<file path="src/rtl/xlat_pkg.sv">
package xlat_pkg;
    parameter int unsigned ADDR_W = 32;
    parameter int unsigned PRIV_W = 4;
    parameter int unsigned SEGN_W = 4;
    parameter int unsigned IDXP_W = 2;
    parameter int unsigned LEN_W  = 5;

    localparam int unsigned WIN_W  = ADDR_W - PRIV_W;
    localparam int unsigned OFFS_W = WIN_W - SEGN_W;
    localparam int unsigned IDX_W  = SEGN_W + IDXP_W;
    localparam int unsigned DEPTH  = 1 << IDX_W;

    typedef logic [ADDR_W-1:0] addr_t;
    typedef logic [PRIV_W-1:0] priv_t;
    typedef logic [IDX_W-1:0]  idx_t;
    typedef logic [LEN_W-1:0]  len_t;
    typedef logic [OFFS_W-1:0] offs_t;
    typedef logic [OFFS_W:0]   wide_offs_t;

    typedef struct packed {
        addr_t base;
        len_t  len;
    } seg_entry_t;

    typedef struct packed {
        logic  valid;
        priv_t priv;
        idx_t  idx;
        offs_t offs;
    } ib_req_t;

    typedef struct packed {
        logic  valid;
        logic  err;
        priv_t priv;
        addr_t addr;
    } ib_rsp_t;

    // Mask of offset bits allowed by a length code; code 0 allows nothing.
    function automatic offs_t len_mask(input len_t code);
        wide_offs_t one_hot;
        int unsigned eff;
        if (code == '0) return '0;
        eff = (int'(code) > int'(OFFS_W)) ? OFFS_W : int'(code);
        one_hot = wide_offs_t'(1) << eff;
        one_hot = one_hot - wide_offs_t'(1);
        return one_hot[OFFS_W-1:0];
    endfunction

    function automatic ib_req_t split_addr(input logic valid, input addr_t a);
        ib_req_t r;
        r.valid = valid;
        r.priv  = a[ADDR_W-1:WIN_W];
        r.idx   = a[OFFS_W+IDX_W-1:OFFS_W];
        r.offs  = a[OFFS_W-1:0];
        return r;
    endfunction
endpackage

</file>
<file path="src/rtl/xlat_outbound.sv">
module xlat_outbound
    import xlat_pkg::*;
(
    input  logic  clk,
    input  logic  rst,
    input  logic  in_valid,
    input  addr_t in_addr,
    input  priv_t in_priv,
    output logic  out_valid,
    output addr_t out_addr
);
    logic unused_hi;
    assign unused_hi = ^in_addr[ADDR_W-1:WIN_W];

    always_ff @(posedge clk) begin
        if (rst) begin
            out_valid <= 1'b0;
            out_addr  <= '0;
        end else begin
            out_valid <= in_valid;
            if (in_valid) out_addr <= {in_priv, in_addr[WIN_W-1:0]};
        end
    end
endmodule

</file>
<file path="src/rtl/xlat_seg_table.sv">
module xlat_seg_table
    import xlat_pkg::*;
(
    input  logic       clk,
    input  logic       rst,
    input  logic       wr_en,
    input  idx_t       wr_idx,
    input  seg_entry_t wr_data,
    input  idx_t       rd_idx,
    output seg_entry_t rd_data
);
    seg_entry_t entries [DEPTH];

    for (genvar g = 0; g < DEPTH; g++) begin : g_entry
        always_ff @(posedge clk) begin
            if (rst) begin
                entries[g] <= '0;
            end else if (wr_en && (wr_idx == idx_t'(g))) begin
                entries[g] <= wr_data;
            end
        end
    end

    assign rd_data = entries[rd_idx];
endmodule

</file>
<file path="src/rtl/xlat_inbound.sv">
module xlat_inbound
    import xlat_pkg::*;
(
    input  logic       clk,
    input  logic       rst,
    input  logic       in_valid,
    input  addr_t      in_addr,
    output idx_t       tbl_idx,
    input  seg_entry_t tbl_entry,
    output ib_rsp_t    rsp
);
    ib_req_t req;
    offs_t   mask;
    logic    oob;
    addr_t   sum;

    always_comb begin
        req     = split_addr(in_valid, in_addr);
        tbl_idx = req.idx;
        mask    = len_mask(tbl_entry.len);
        oob     = (tbl_entry.len == '0) || ((req.offs & ~mask) != '0);
        sum     = tbl_entry.base + addr_t'(req.offs & mask);
    end

    always_ff @(posedge clk) begin
        if (rst) begin
            rsp <= '0;
        end else begin
            rsp.valid <= req.valid;
            if (req.valid) begin
                rsp.err  <= oob;
                rsp.priv <= req.priv;
                rsp.addr <= oob ? '0 : sum;
            end
        end
    end
endmodule

</file>
<file path="src/rtl/xlink_addr_xlate.sv">
module xlink_addr_xlate
    import xlat_pkg::*;
(
    input  logic                clk,
    input  logic                rst,
    input  logic                tw_en,
    input  logic [IDX_W-1:0]    tw_idx,
    input  logic [ADDR_W-1:0]   tw_base,
    input  logic [LEN_W-1:0]    tw_len,
    input  logic                ob_valid,
    input  logic [ADDR_W-1:0]   ob_addr,
    input  logic [PRIV_W-1:0]   ob_priv,
    output logic                ob_out_valid,
    output logic [ADDR_W-1:0]   ob_out_addr,
    input  logic                ib_valid,
    input  logic [ADDR_W-1:0]   ib_addr,
    output logic                ib_out_valid,
    output logic                ib_out_err,
    output logic [PRIV_W-1:0]   ib_out_priv,
    output logic [ADDR_W-1:0]   ib_out_addr
);
    idx_t       rd_idx;
    seg_entry_t rd_entry;
    seg_entry_t wr_entry;
    ib_rsp_t    rsp;

    assign wr_entry = '{base: tw_base, len: tw_len};

    xlat_outbound u_ob (
        .clk(clk), .rst(rst),
        .in_valid(ob_valid), .in_addr(ob_addr), .in_priv(ob_priv),
        .out_valid(ob_out_valid), .out_addr(ob_out_addr)
    );

    xlat_seg_table u_tbl (
        .clk(clk), .rst(rst),
        .wr_en(tw_en), .wr_idx(tw_idx), .wr_data(wr_entry),
        .rd_idx(rd_idx), .rd_data(rd_entry)
    );

    xlat_inbound u_ib (
        .clk(clk), .rst(rst),
        .in_valid(ib_valid), .in_addr(ib_addr),
        .tbl_idx(rd_idx), .tbl_entry(rd_entry), .rsp(rsp)
    );

    assign ib_out_valid = rsp.valid;
    assign ib_out_err   = rsp.err;
    assign ib_out_priv  = rsp.priv;
    assign ib_out_addr  = rsp.addr;
endmodule

</file>
<file path="config.mk">
export PLATFORM = sky130hd
export DESIGN_NAME = xlink_addr_xlate
export DESIGN_NICKNAME = d
export VERILOG_FILES = /design/src/rtl/xlat_pkg.sv /design/src/rtl/xlat_outbound.sv /design/src/rtl/xlat_seg_table.sv /design/src/rtl/xlat_inbound.sv /design/src/rtl/xlink_addr_xlate.sv
export SDC_FILE = /design/constraint.sdc
export NUM_CORES = 2
export LEC_CHECK = 0
export BUFFER_PORTS_ARGS = -buffer_cell sky130_fd_sc_hd__buf_2
export CORE_MARGIN = 2
export CORE_UTILIZATION = 40
export DETAILED_ROUTE_END_ITERATION = 10
export PLACE_DENSITY_LB_ADDON = 0.12
export SLEW_MARGIN = 10
export SYNTH_ARGS = -nofsm -noshare
export SYNTH_HDL_FRONTEND = slang
export SYNTH_SLANG_ARGS = --single-unit
</file>
<file path="constraint.sdc">
create_clock -name clk -period 18 [get_ports clk]
set_input_delay 2.7 -clock clk [delete_from_list [all_inputs] [get_ports clk]]
set_output_delay 2.7 -clock clk [all_outputs]
set_load 0.02 [all_outputs]
</file>
==> reports/summary.log <==
[cells_and_area] sequential cell area in the final layout 0.0725 mm^2
[placement] Routability Congestion 0.832
[clock_tree] Root Buffer Master sky130_fd_sc_hd__clkbuf_16
[sta] highest attainable clock frequency 86.6 MHz
[detailed_routing] met3 wire length 26.7 mm
[pwr] part of the power in registers 49.3%
[clock_tree] CTS H-Tree Depth 5
[global_routing] maximum number of pins on one net before global-route repair 93
[sta] worst hold slack after final layout 0.441 ns
[sta] Sum Neg Setup Slack 0 ns
[min_path] Hold Path Sink u_ib.rsp[29]
[floorplanning] die span in y 533 um
[run_status] run status finished clean
[synth] most instantiated library cell after synthesis sky130_fd_sc_hd__and2_1
[synth] Synth Register Bits 2,439
[synth] top-area cell type share of the netlist area 63.6%
[clock_tree] clock network latency to the later pin of the worst-skew pair 0.85 ns
[clock_tree] Clock Pin Slew Worst Setup and Hold Paths 0.05 ns
[synth] synthesized area per cell 15.9 um^2
[critical_path] largest fanout on the critical path 72
[global_routing] vias in the first global route 64,100
[pwr] peak ir drop on the vdd network 0.0692 mV
[synth] Async S/R FF share, synth 0%
[detailed_routing] drt initial violations 7,851
[synth] leading post-synthesis cells by instance count 2,375 x sky130_fd_sc_hd__and2_1, 2,368 x sky130_fd_sc_hd__edfxtp_1, 719 x sky130_fd_sc_hd__mux4_2, 531 x sky130_fd_sc_hd__clkbuf_1, 134 x sky130_fd_sc_hd__nor2_1
[synth] Post-Syn Area 0.112 mm^2
[clock_tree] number of buffers created by CTS 283
[critical_path] endpoint of the worst-slack reg-to-reg timing path u_ib.rsp[29]
[cells_and_area] post-synthesis to final-layout area growth 12.8%
[synth] count of flip-flops with a built-in enable after synthesis 2,368
[synth] biggest area contributors in the synthesized netlist sky130_fd_sc_hd__edfxtp_1 64%, sky130_fd_sc_hd__mux4_2 14%, sky130_fd_sc_hd__and2_1 13%
[placement] Post-DP HPWL 201 mm
[synth] cell taking the most area after synthesis sky130_fd_sc_hd__edfxtp_1
[clock_tree] Longest Clk Path Bufs 4
[detailed_routing] post-detailed-route count of antenna-violating nets 0
[critical_path] Data required, critical path 18.70 ns
[pwr] switching part of the total power 24.3%
[detailed_routing] Post-Route M1 WL 153 mm
[clock_tree] CTS tree built
[sta] Final Hold Vio Count 0
[clock_tree] Post-CTS Setup Inserts 0
[pwr] combinational share of power 9.8%
[floorplanning] area of the core 0.279 mm^2
[cells_and_area] final core utilization 45.3%
[floorplanning] die area 0.284 mm^2
[critical_path] kind of capture point of the worst setup path flip-flop
[global_routing] aggregate global-route resource usage 26.1%
[detailed_routing] Max Used Layer met5
[sta] RSZ-0062 raised after global routing no
[flow_run] count of maximum capacitance violations 0
[cells_and_area] share of post-route cells with drive strength above 1 22.5%
[clock_tree] post-cts sizing count 0
[critical_path] register-to-register setup slack 9.74 ns
[pwr] design internal power 0.0101 W
[detailed_routing] drt wl/cell 33.8 um
[pwr] static power due to leakage 43.3 nW
[detailed_routing] drt first pass iters 5
[placement] total placed instance area 0.118 mm^2
[min_path] Hold WC Path Type flip-flop to flip-flop
[cells_and_area] multi-input logic area 0.0376 mm^2
[critical_path] length in cells of the worst reg-to-reg path 25
[cells_and_area] layout net count 7,168
[cells_and_area] area of all placed cells without fillers 0.126 mm^2
[global_routing] global-route wire length before repair 516 mm
[critical_path] startpoint of the worst-slack reg-to-reg timing path u_tbl.entries[38][0]
[clock_tree] total of hold buffers inserted after clock tree synthesis 0
[clock_tree] clock sink count 2,439
[synth] Synth Net Count 7,155
[critical_path] worst setup path category input pin to flip-flop
[floorplanning] Die X 533 um
[pwr] net switching component of the power 0.00325 W
[sta] number of pins with negative max-slew slack in the final report 0
[detailed_routing] residual DRC count 0
[detailed_routing] detail-routed via count per cell 5.69
[global_routing] antenna violations before repair 62
[synth] Cells after Synth 7,013
[sta] count of endpoints failing setup in the final report 0
[floorplanning] number of I/O pins 187
[sta] Least-Margin Pin Slew 1.19 ns
[sta] shortest clock period the worst path allows after layout 11.55 ns
[synth] number of warnings issued by yosys 0
[sta] headroom to the max-slew limit 20.9%
[cells_and_area] fill cell count 24,300
[critical_path] WP data arrival 12.25 ns
[synth] Synth cell types 81
[floorplanning] Starting Density 40.1%
[detailed_routing] total vias in the final route 62,600
[placement] Buffers on Ports 182
[detailed_routing] final WL 372 mm
[critical_path] launching element type of the critical path input pin
[detailed_routing] met2 wire length 180 mm
[sta] final worst-path cycle share 64.2%
[global_routing] remaining global-route overflow 0
[pwr] clock group share of total power 40.9%
[pwr] power per cell area 106 mW/mm^2
[sta] skew final 0.0283 ns
[synth] Post-synth top flop sky130_fd_sc_hd__edfxtp_1
[min_path] Worst Hold Path Cells 2
[synth] part of the Yosys area used for sequential elements 64.9%
[floorplanning] row count 194
[min_path] hold path startpoint u_ib.rsp[29]
stage by stage:
stage | worst slack, ns | total power, W | std cells
after global placement | 5.60 | 0.00800 | 10500
after global routing | 5.82 | 0.0137 | 11000
final | 6.45 | 0.0134 | 11000
after CTS | 6.47 | 0.0135 | 11000
after floorplan | 8.96 | 0.00743 | 7013
after detailed placement | 5.59 | 0.00803 | 10500
area by class of cell:
| class | instances | share of cell area (%) |
|---|---|---|
| clock buffer | 380 | 6.11 |
| antenna | 42 | 0.0833 |
| multi-input combinational | 3880 | 29.8 |
| timing repair buffer | 407 | 2.15 |
| sequential | 2439 | 57.5 |
| tap | 3724 | 3.69 |
| inverter | 15 | 0.0506 |
| clock inverter | 115 | 0.648 |
flip-flops by register name, indices dropped and copies added (netlist names):
register        count
u_ib.rsp           38
u_ob.out_addr      32
u_ob.out_valid      1
u_tbl.entries    2368
logic make-up after synthesis:
kind of cell    synth area share [%]
fa+ha+maj                      0.298
compound gates                  1.74
buf+inv                         2.61
flops                           64.9
simple gates                    14.7
mux                             15.5
xor+xnor                       0.227
cells in the final DEF (no fill, tap or decap), drive strengths merged, types with 71 or more instances in the layout:
| cell type | instances |
|---|---|
| and2 | 2375 |
| buf | 407 |
| clkbuf | 380 |
| clkinv | 99 |
| dfxtp | 71 |
| edfxtp | 2368 |
| mux2i | 101 |
| mux4 | 720 |
| nand2 | 80 |
| nor2 | 134 |
power groups by stage:
stage	clock, W	sequential [W]	combinational, W
4_1_cts	0.00554	0.00659	0.00132
5_1_grt	0.00575	0.00661	0.00137
3_3_place_gp	0	0.00669	0.00131
3_5_place_dp	0	0.00671	0.00132
6_report	0.00546	0.00659	0.00131
2_1_floorplan	0	0.00669	0.000739
worst max-delay path, stage by stage:
cell	delay (ns)
sky130_fd_sc_hd__buf_8	0.51
sky130_fd_sc_hd__buf_12	0.59
sky130_fd_sc_hd__buf_4	0.71
sky130_fd_sc_hd__mux4_2	0.36
sky130_fd_sc_hd__mux2i_1	0.07
sky130_fd_sc_hd__mux2i_1	0.75
sky130_fd_sc_hd__a32o_1	0.24
sky130_fd_sc_hd__nand3_1	0.50
sky130_fd_sc_hd__nand2_1	0.43
sky130_fd_sc_hd__or2_2	0.22
sky130_fd_sc_hd__ha_1	0.59
sky130_fd_sc_hd__inv_1	0.27
sky130_fd_sc_hd__or3_1	0.58
sky130_fd_sc_hd__o31ai_1	0.13
sky130_fd_sc_hd__nand2_1	0.10
sky130_fd_sc_hd__a21boi_0	0.31
sky130_fd_sc_hd__ha_1	0.36
sky130_fd_sc_hd__nor3_1	0.16
sky130_fd_sc_hd__nor2_1	0.08
sky130_fd_sc_hd__a2111oi_0	0.64
sky130_fd_sc_hd__nor3_1	0.21
sky130_fd_sc_hd__o31a_1	0.36
sky130_fd_sc_hd__o211ai_1	0.28
sky130_fd_sc_hd__a31oi_1	0.21
sky130_fd_sc_hd__a211o_1	0.35
sky130_fd_sc_hd__and3_1	0.21
sky130_fd_sc_hd__xnor2_1	0.13
sky130_fd_sc_hd__o21ai_1	0.07
worst max path at each step:
stage,startpoint,end,slack [ns],cells after the start
global placement,ib_addr[24],u_ib.rsp[29],5.60,28
floorplan,ib_addr[25],u_ib.rsp[29],8.96,25
global route,ib_addr[24],u_ib.rsp[29],5.82,28
detailed placement,ib_addr[24],u_ib.rsp[29],5.59,28
finish,ib_addr[24],u_ib.rsp[29],6.45,28
CTS,ib_addr[24],u_ib.rsp[29],6.47,28
layer usage:
metal / global-route usage (%) / vias up
li1: - / 26000
met1: 35.9 / 33500
met2: 42.9 / 2532
met3: 3.73 / 526
met4: 7.94 / 10
met5: 0 / -
Note: power is estimated with default switching activity, not from simulation.
